==> config.mk <==
export PLATFORM = sky130hd
export DESIGN_NAME = hello_ticker
export DESIGN_NICKNAME = d
export VERILOG_FILES = /design/src/rtl/hello_ticker_pkg.sv /design/src/rtl/ticker_rst_sync.sv /design/src/rtl/ticker_prescaler.sv /design/src/rtl/ticker_ring.sv /design/src/rtl/ticker_seg_dec.sv /design/src/rtl/hello_ticker.sv
export SDC_FILE = /design/constraint.sdc
export NUM_CORES = 1
export LEC_CHECK = 0
export BUFFER_PORTS_ARGS = -buffer_cell sky130_fd_sc_hd__buf_4
export CORE_ASPECT_RATIO = 1.25
export CORE_MARGIN = 10
export CORE_UTILIZATION = 50
export DETAILED_ROUTE_END_ITERATION = 12
export PLACE_DENSITY = 0.73
export SLEW_MARGIN = 25
export SYNTH_ARGS = -nofsm -noshare
export SYNTH_HDL_FRONTEND = slang
export SYNTH_SLANG_ARGS = --single-unit
==> constraint.sdc <==
create_clock -name clk_i -period 1.47 [get_ports clk_i]
set_input_delay 0.294 -clock clk_i [delete_from_list [all_inputs] [get_ports clk_i]]
set_output_delay 0.294 -clock clk_i [all_outputs]
set_load 0.01 [all_outputs]
==> src/rtl/hello_ticker_pkg.sv <==
package hello_ticker_pkg;

  localparam int unsigned SEG_W = 7;
  localparam int unsigned WORD_LEN = 5;

  typedef enum logic [2:0] {
    GLYPH_BLANK = 3'd0,
    GLYPH_H     = 3'd1,
    GLYPH_E     = 3'd2,
    GLYPH_L     = 3'd3,
    GLYPH_O     = 3'd4
  } glyph_e;

  // Slot contents at reset; slot 0 is the rightmost digit.
  function automatic glyph_e start_glyph(input int unsigned slot);
    case (slot)
      0:       start_glyph = GLYPH_O;
      1:       start_glyph = GLYPH_L;
      2:       start_glyph = GLYPH_L;
      3:       start_glyph = GLYPH_E;
      4:       start_glyph = GLYPH_H;
      default: start_glyph = GLYPH_BLANK;
    endcase
  endfunction

  // Active-low segments, bit 6 = g ... bit 0 = a.
  function automatic logic [SEG_W-1:0] glyph_segs(input glyph_e g);
    case (g)
      GLYPH_H: glyph_segs = 7'b0001001;
      GLYPH_E: glyph_segs = 7'b0000110;
      GLYPH_L: glyph_segs = 7'b1000111;
      GLYPH_O: glyph_segs = 7'b1000000;
      default: glyph_segs = 7'b1111111;
    endcase
  endfunction

endpackage

==> src/rtl/ticker_rst_sync.sv <==
module ticker_rst_sync (
  input  logic clk_i,
  input  logic rst_ni,
  output logic rst_no
);

  logic stage1_q;
  logic stage2_q;

  always_ff @(posedge clk_i or negedge rst_ni) begin
    if (!rst_ni) begin
      stage1_q <= 1'b0;
      stage2_q <= 1'b0;
    end else begin
      stage1_q <= 1'b1;
      stage2_q <= stage1_q;
    end
  end

  assign rst_no = stage2_q;

endmodule

==> src/rtl/ticker_prescaler.sv <==
module ticker_prescaler #(
  parameter int unsigned DIV = 50_000_000
) (
  input  logic clk_i,
  input  logic rst_ni,
  output logic step_o
);

  localparam int unsigned CNT_W = (DIV > 1) ? $clog2(DIV) : 1;
  localparam logic [CNT_W-1:0] LAST = CNT_W'(DIV - 1);

  logic [CNT_W-1:0] cnt_q;
  logic [CNT_W-1:0] cnt_d;
  logic             wrap;

  assign wrap = (cnt_q == LAST);

  always_comb begin
    if (wrap) cnt_d = '0;
    else      cnt_d = cnt_q + CNT_W'(1);
  end

  always_ff @(posedge clk_i or negedge rst_ni) begin
    if (!rst_ni) cnt_q <= '0;
    else         cnt_q <= cnt_d;
  end

  assign step_o = wrap;

endmodule

==> src/rtl/ticker_ring.sv <==
module ticker_ring
  import hello_ticker_pkg::*;
#(
  parameter int unsigned NUM_DISP = 8
) (
  input  logic   clk_i,
  input  logic   rst_ni,
  input  logic   step_i,
  output glyph_e slot_o [NUM_DISP]
);

  glyph_e ring_q [NUM_DISP];
  glyph_e ring_d [NUM_DISP];

  // Left rotation: slot k takes slot k-1, slot 0 takes the top slot.
  always_comb begin
    for (int k = 0; k < NUM_DISP; k++) begin
      ring_d[k] = ring_q[k];
    end
    if (step_i) begin
      ring_d[0] = ring_q[NUM_DISP-1];
      for (int k = 1; k < NUM_DISP; k++) begin
        ring_d[k] = ring_q[k-1];
      end
    end
  end

  always_ff @(posedge clk_i or negedge rst_ni) begin
    if (!rst_ni) begin
      for (int k = 0; k < NUM_DISP; k++) begin
        ring_q[k] <= start_glyph(k);
      end
    end else begin
      for (int k = 0; k < NUM_DISP; k++) begin
        ring_q[k] <= ring_d[k];
      end
    end
  end

  always_comb begin
    for (int k = 0; k < NUM_DISP; k++) begin
      slot_o[k] = ring_q[k];
    end
  end

endmodule

==> src/rtl/ticker_seg_dec.sv <==
module ticker_seg_dec
  import hello_ticker_pkg::*;
#(
  parameter int unsigned NUM_DISP = 8
) (
  input  glyph_e                    slot_i [NUM_DISP],
  output logic [NUM_DISP*SEG_W-1:0] seg_o
);

  for (genvar k = 0; k < NUM_DISP; k++) begin : g_digit
    assign seg_o[k*SEG_W +: SEG_W] = glyph_segs(slot_i[k]);
  end

endmodule

==> src/rtl/hello_ticker.sv <==
module hello_ticker
  import hello_ticker_pkg::*;
#(
  parameter int unsigned NUM_DISP = 8,
  parameter int unsigned CLK_HZ   = 50_000_000,
  parameter int unsigned STEP_HZ  = 1
) (
  input  logic                      clk_i,
  input  logic                      rst_ni,
  output logic [NUM_DISP*SEG_W-1:0] seg_o
);

  localparam int unsigned DIV = CLK_HZ / STEP_HZ;

  logic   rst_n_sync;
  logic   step;
  glyph_e slots [NUM_DISP];

  ticker_rst_sync u_rst_sync (
    .clk_i  (clk_i),
    .rst_ni (rst_ni),
    .rst_no (rst_n_sync)
  );

  ticker_prescaler #(.DIV(DIV)) u_prescaler (
    .clk_i  (clk_i),
    .rst_ni (rst_n_sync),
    .step_o (step)
  );

  ticker_ring #(.NUM_DISP(NUM_DISP)) u_ring (
    .clk_i  (clk_i),
    .rst_ni (rst_n_sync),
    .step_i (step),
    .slot_o (slots)
  );

  ticker_seg_dec #(.NUM_DISP(NUM_DISP)) u_dec (
    .slot_i (slots),
    .seg_o  (seg_o)
  );

endmodule

# After elaboration in Yosys (flattened, before gate mapping)
# Cells that the tools add are included.
# Widths: inputs -> output; s select.
# totals
regBits,52
word_cells,54
out_inout_bits,56
inputBits,2
# op_classes
n_eq_ne,33
n_addsub,1
muxes,9
# op_table
operator,n
$pmux 7 s4,8
$eq 3x2->1 const B,16
$add 26x1->26 const B,1
$eq 26x26->1 const B,1
$mux 26,1
$eq 3x1->1 const B,8
$eq 3x3->1 const B,8

# Logic depth before layout (Yosys ltp)
# logic_depth
depth_word,2
ltp_mapped,8
depth_no_buf,5

# By module
# From an unflattened synthesis, not the netlist that was laid out.
# hier_totals
cells_unflattened,284
hier_area_um2,3113.0
# modules_own_cells
module,instances,area_per_inst_um2,cells_each,seq_area_each_um2
ticker_prescaler,1,1337.5,134,650.6
ticker_ring,1,1006.0,51,609.3
ticker_seg_dec,1,715.7,96,0.0
ticker_rst_sync,1,53.8,3,50.0

# Worst setup path after synthesis
# No wires, ideal clock.
# synth_timing
path_type,reg-to-reg
startpoint,register u_prescaler.cnt_q[9]
endpoint,"register u_ring.ring_q, in the netlist u_ring.slot_o[0]"
arrival_time_ps,1930
stages_incl_launch_ff,7
setup_slack_ps,-585
period_less_slack_ps,2055
n_path_buf,2
t_required_ps,1345
setup_ps,125
path_cell_list,dfrtp_1 > or4b_1 > nor4_1 > and4_1 > buf_2 > buf_4 > mux2_2
# synth_via
elab_chain_cells,1
# synth_rtl
item,line_no,rtl
"start, declared",ticker_prescaler.sv:12,logic [CNT_W-1:0] cnt_q;
"start signal, assigned",ticker_prescaler.sv:25,else cnt_q <= cnt_d;
$eq 26x26->1,ticker_prescaler.sv:16,assign wrap = (cnt_q == LAST);
"end signal, assigned by index",ticker_ring.sv:31,ring_q[k] <= start_glyph(k);
"end signal, assigned by index",ticker_ring.sv:35,ring_q[k] <= ring_d[k];
"end, declared",ticker_ring.sv:12,glyph_e ring_q [NUM_DISP];
# No other way between the ends.
# A chain may end at the register's enable or synchronous reset.

# Worst setup path after layout
# layout_timing
startpoint,register u_prescaler.cnt_q[11]
endpoint,"register u_ring.ring_q, in the netlist u_ring.slot_o[14]"
# Same word-level chain as after synthesis.

==> metrics <==
CP Capture Type=flop; placed cell area=~0.0038 mm2; Final setup viols=a little over 100; fin crit share=148%; floorplan row count=31; RSZ-0062 raised after global routing=true; Root Driver=clkbuf_8; pin count of the biggest net entering global routing=51; Final Instance Area=between 0.004 and 0.005 mm2; post-route setup slack=-0.707 ns; setup TNS=-35.46 ns; vias in the first global route=about 2700; TritonCTS clock tree=done; Clock Sink Count=52; final-layout fill cell count=around 240; leakage power=about 0.0023 uW; HPWL after DPL=just over 5000 um; Worst Setup SP=u_prescaler.cnt_q[11]; Yosys cell types=39; r2r startpoint=u_prescaler.cnt_q[11]; gpl congestion=just under 0.8; die area=0.00945 mm2; GRT overflow=0; Post-Synthesis Net Count=roughly 290; final core utilization=a little under nine tenths; Max FO, Critical Path=8; critical path class=flop to flop; CTS clk-pin slew, worst paths=around 0.10 ns; initial antenna violation count=0; Initial Util=between 50 and 60%; Nets=between 400 and 500; final hold violations=0; latest clock arrival within the worst-skew pair=roughly 0.32 ns; Routed Antenna Nets=0; Avg Synthesized Cell Area=about 10 um2; Ys Warns=0; register area share after synthesis=between 40 and 50%; core area=a little under 0.006 mm2; PwrDens=477 mW/mm2; status=finished with violations; initial drt markers=around 180; CP required=between 1.5 and 2 ns; Die H=~110 um; Startpoint Class=flop; routed length per placed instance=22.7 um; worst vdd ir=~0.55 mV; Post-Syn Instances=about 280; H-tree levels=2; Max-Cap Viols=0; flops & latches, synth=52; area grow syn2layout=66.4%; Clock Skew=a little over 0.009 ns; f_max=459 MHz; Via Count=~2600; Pre-antenna DRT Iters=4; worst hold slack=roughly 0.26 ns; Post-Syn Area=around 0.003 mm2; Detailed Route WL=roughly 11000 um; layout cells sized above 1=67.2%; CTS Buf Count=5; diode count=0; Final min period=2.18 ns; Via density=roughly 5.6; global-route wire length before repair=between 10000 and 15000 um; IO Port Bufs=57; I/O pins=58; Arr. time, crit path=about 2.4 ns; DRC errors left=0; Horiz. Die Dim=around 90 um; Max Transition Viols Final=0; Overall Global Routing Usage=~18%; clk buf depth=2; HP Class=flop to asynchronous set/reset pin; failing checks=setup timing
report_power, final:
part           switching (uW)  total [uW]  internal, uW
combinational            28.3        37.3          9.03
clock                     507         885           378
sequential               1.53        1430          1430
final timing paths:
kind	endpoint	slack (ns)	depth (start not counted)
max	u_ring.slot_o[14]	-0.71	5
min	u_ring.slot_o[10]	0.26	1
max reg2reg	u_ring.slot_o[14]	-0.71	5
min reg2reg	u_ring.slot_o[10]	0.26	1
max in group asynchronous	u_ring.slot_o[16]	0.94	1
min in group clk_i	u_rst_sync.rst_no	0.37	0
synth_stat cells, drive strengths merged:
library cell / instances / area share (%)
dfrtp: 45 / 38
xor2: 36 / 11
mux2: 24 / 9.1
nand2b: 24 / 5.1
buf: 22 / 5.3
nor2: 20 / 2.5
clkbuf: 16 / 2.0
xnor2: 12 / 3.5
nand3: 10 / 1.9
a21oi: 8 / 1.5
mux2i: 8 / 2.7
nand2: 8 / 1.3
dfstp: 7 / 6.2
nand4: 6 / 1.5
nor4: 4 / 0.84
o21ai: 4 / 0.67
o31ai: 4 / 1.0
or3: 4 / 0.88
or4: 4 / 1.1
and2: 3 / 0.63
and4: 3 / 0.88
or4b: 3 / 1.0
inv: 2 / 0.25
and3: 1 / 0.21
conb: 1 / 0.13
ha: 1 / 0.42
nand3b: 1 / 0.25
nand4b: 1 / 0.29
nor2b: 1 / 0.21
nor3: 1 / 0.17
timing repair:
item | CTS | global route
buffers inserted | 30 | 14
cloned | 0 | 2
hold buffers | 1 | 0
hold endpoints to repair | 2 | 0
gates resized for setup | 93 | 59
setup endpoints to repair | 101 | 103
pin swaps | 23 | 27
cells by family after synthesis:
kind of cell	share of synthesized area [%]
buffers and inverters	7.58
XOR/XNOR	14.1
flip-flops	44.1
AO/OA/AOI/OAI	3.16
adder cells (fa/ha/maj)	0.421
other	0.126
multiplexers	11.8
AND/OR/NAND/NOR	18.7
registers in the layout, summed over array words and instances, names as in the netlist:
signal               cells
u_prescaler.cnt_q       26
u_ring.slot_o           24
u_rst_sync.rst_no        1
u_rst_sync.stage1_q      1
worst max-delay path, cell delays in order, from the launching register on:
cell and delay [ns]:
dfrtp_1 0.40, or4b_4 0.55, nor4_4 0.27, and4_4 0.35, clkbuf_16 0.19, mux2_4 0.30
stage by stage:
step,instances,setup WS (ns),total power (uW)
floorplan,284,-0.522,1480
global placement,427,-0.550,1500
detailed placement,427,-0.566,1500
CTS,462,-0.590,2370
global route,475,-0.741,2440
finish,475,-0.707,2360
layout make-up:
type	instances	area, um2	area share (%)
sequential	52	1330	26.8
clock buffer	6	82.6	1.67
multi-input combinational	192	1990	40.2
inverter	2	7.51	0.152
clock inverter	2	10.0	0.202
tap	66	82.6	1.67
timing repair buffer	155	1450	29.3
cells in the final DEF, fill, tap and decap left out, types with 3 or more instances in the layout:
| master | synthesis | final |
|---|---|---|
| nand2b_4 | 0 | 7 |
| buf_6 | 0 | 49 |
| mux2_4 | 0 | 24 |
| clkbuf_8 | 0 | 6 |
| xnor2_1 | 12 | 9 |
| nor2_1 | 20 | 8 |
| dfrtp_2 | 0 | 14 |
| o21ai_0 | 4 | 4 |
| buf_4 | 19 | 98 |
| xor2_1 | 36 | 17 |
| buf_12 | 0 | 5 |
| mux2i_2 | 0 | 3 |
| xor2_2 | 0 | 19 |
| a21oi_2 | 1 | 6 |
| dfstp_2 | 7 | 7 |
| mux2i_1 | 8 | 5 |
| nand3_4 | 0 | 3 |
| nand3_1 | 9 | 6 |
| nor2_4 | 0 | 12 |
| nand2_1 | 7 | 7 |
| xnor2_2 | 0 | 3 |
| nand4_1 | 5 | 5 |
| o31ai_1 | 4 | 4 |
| and2_1 | 3 | 3 |
| dfrtp_1 | 45 | 31 |
| nand2b_1 | 24 | 17 |
layer usage:
layer	vias up	GRT usage, %	share of wire, %
li1	1163	-	-
met1	1371	18.8	38
met2	85	33.2	54
met3	27	3.06	4.2
met4	0	5.35	3.1
met5	-	0	0
(Power assumes the default switching activity.)
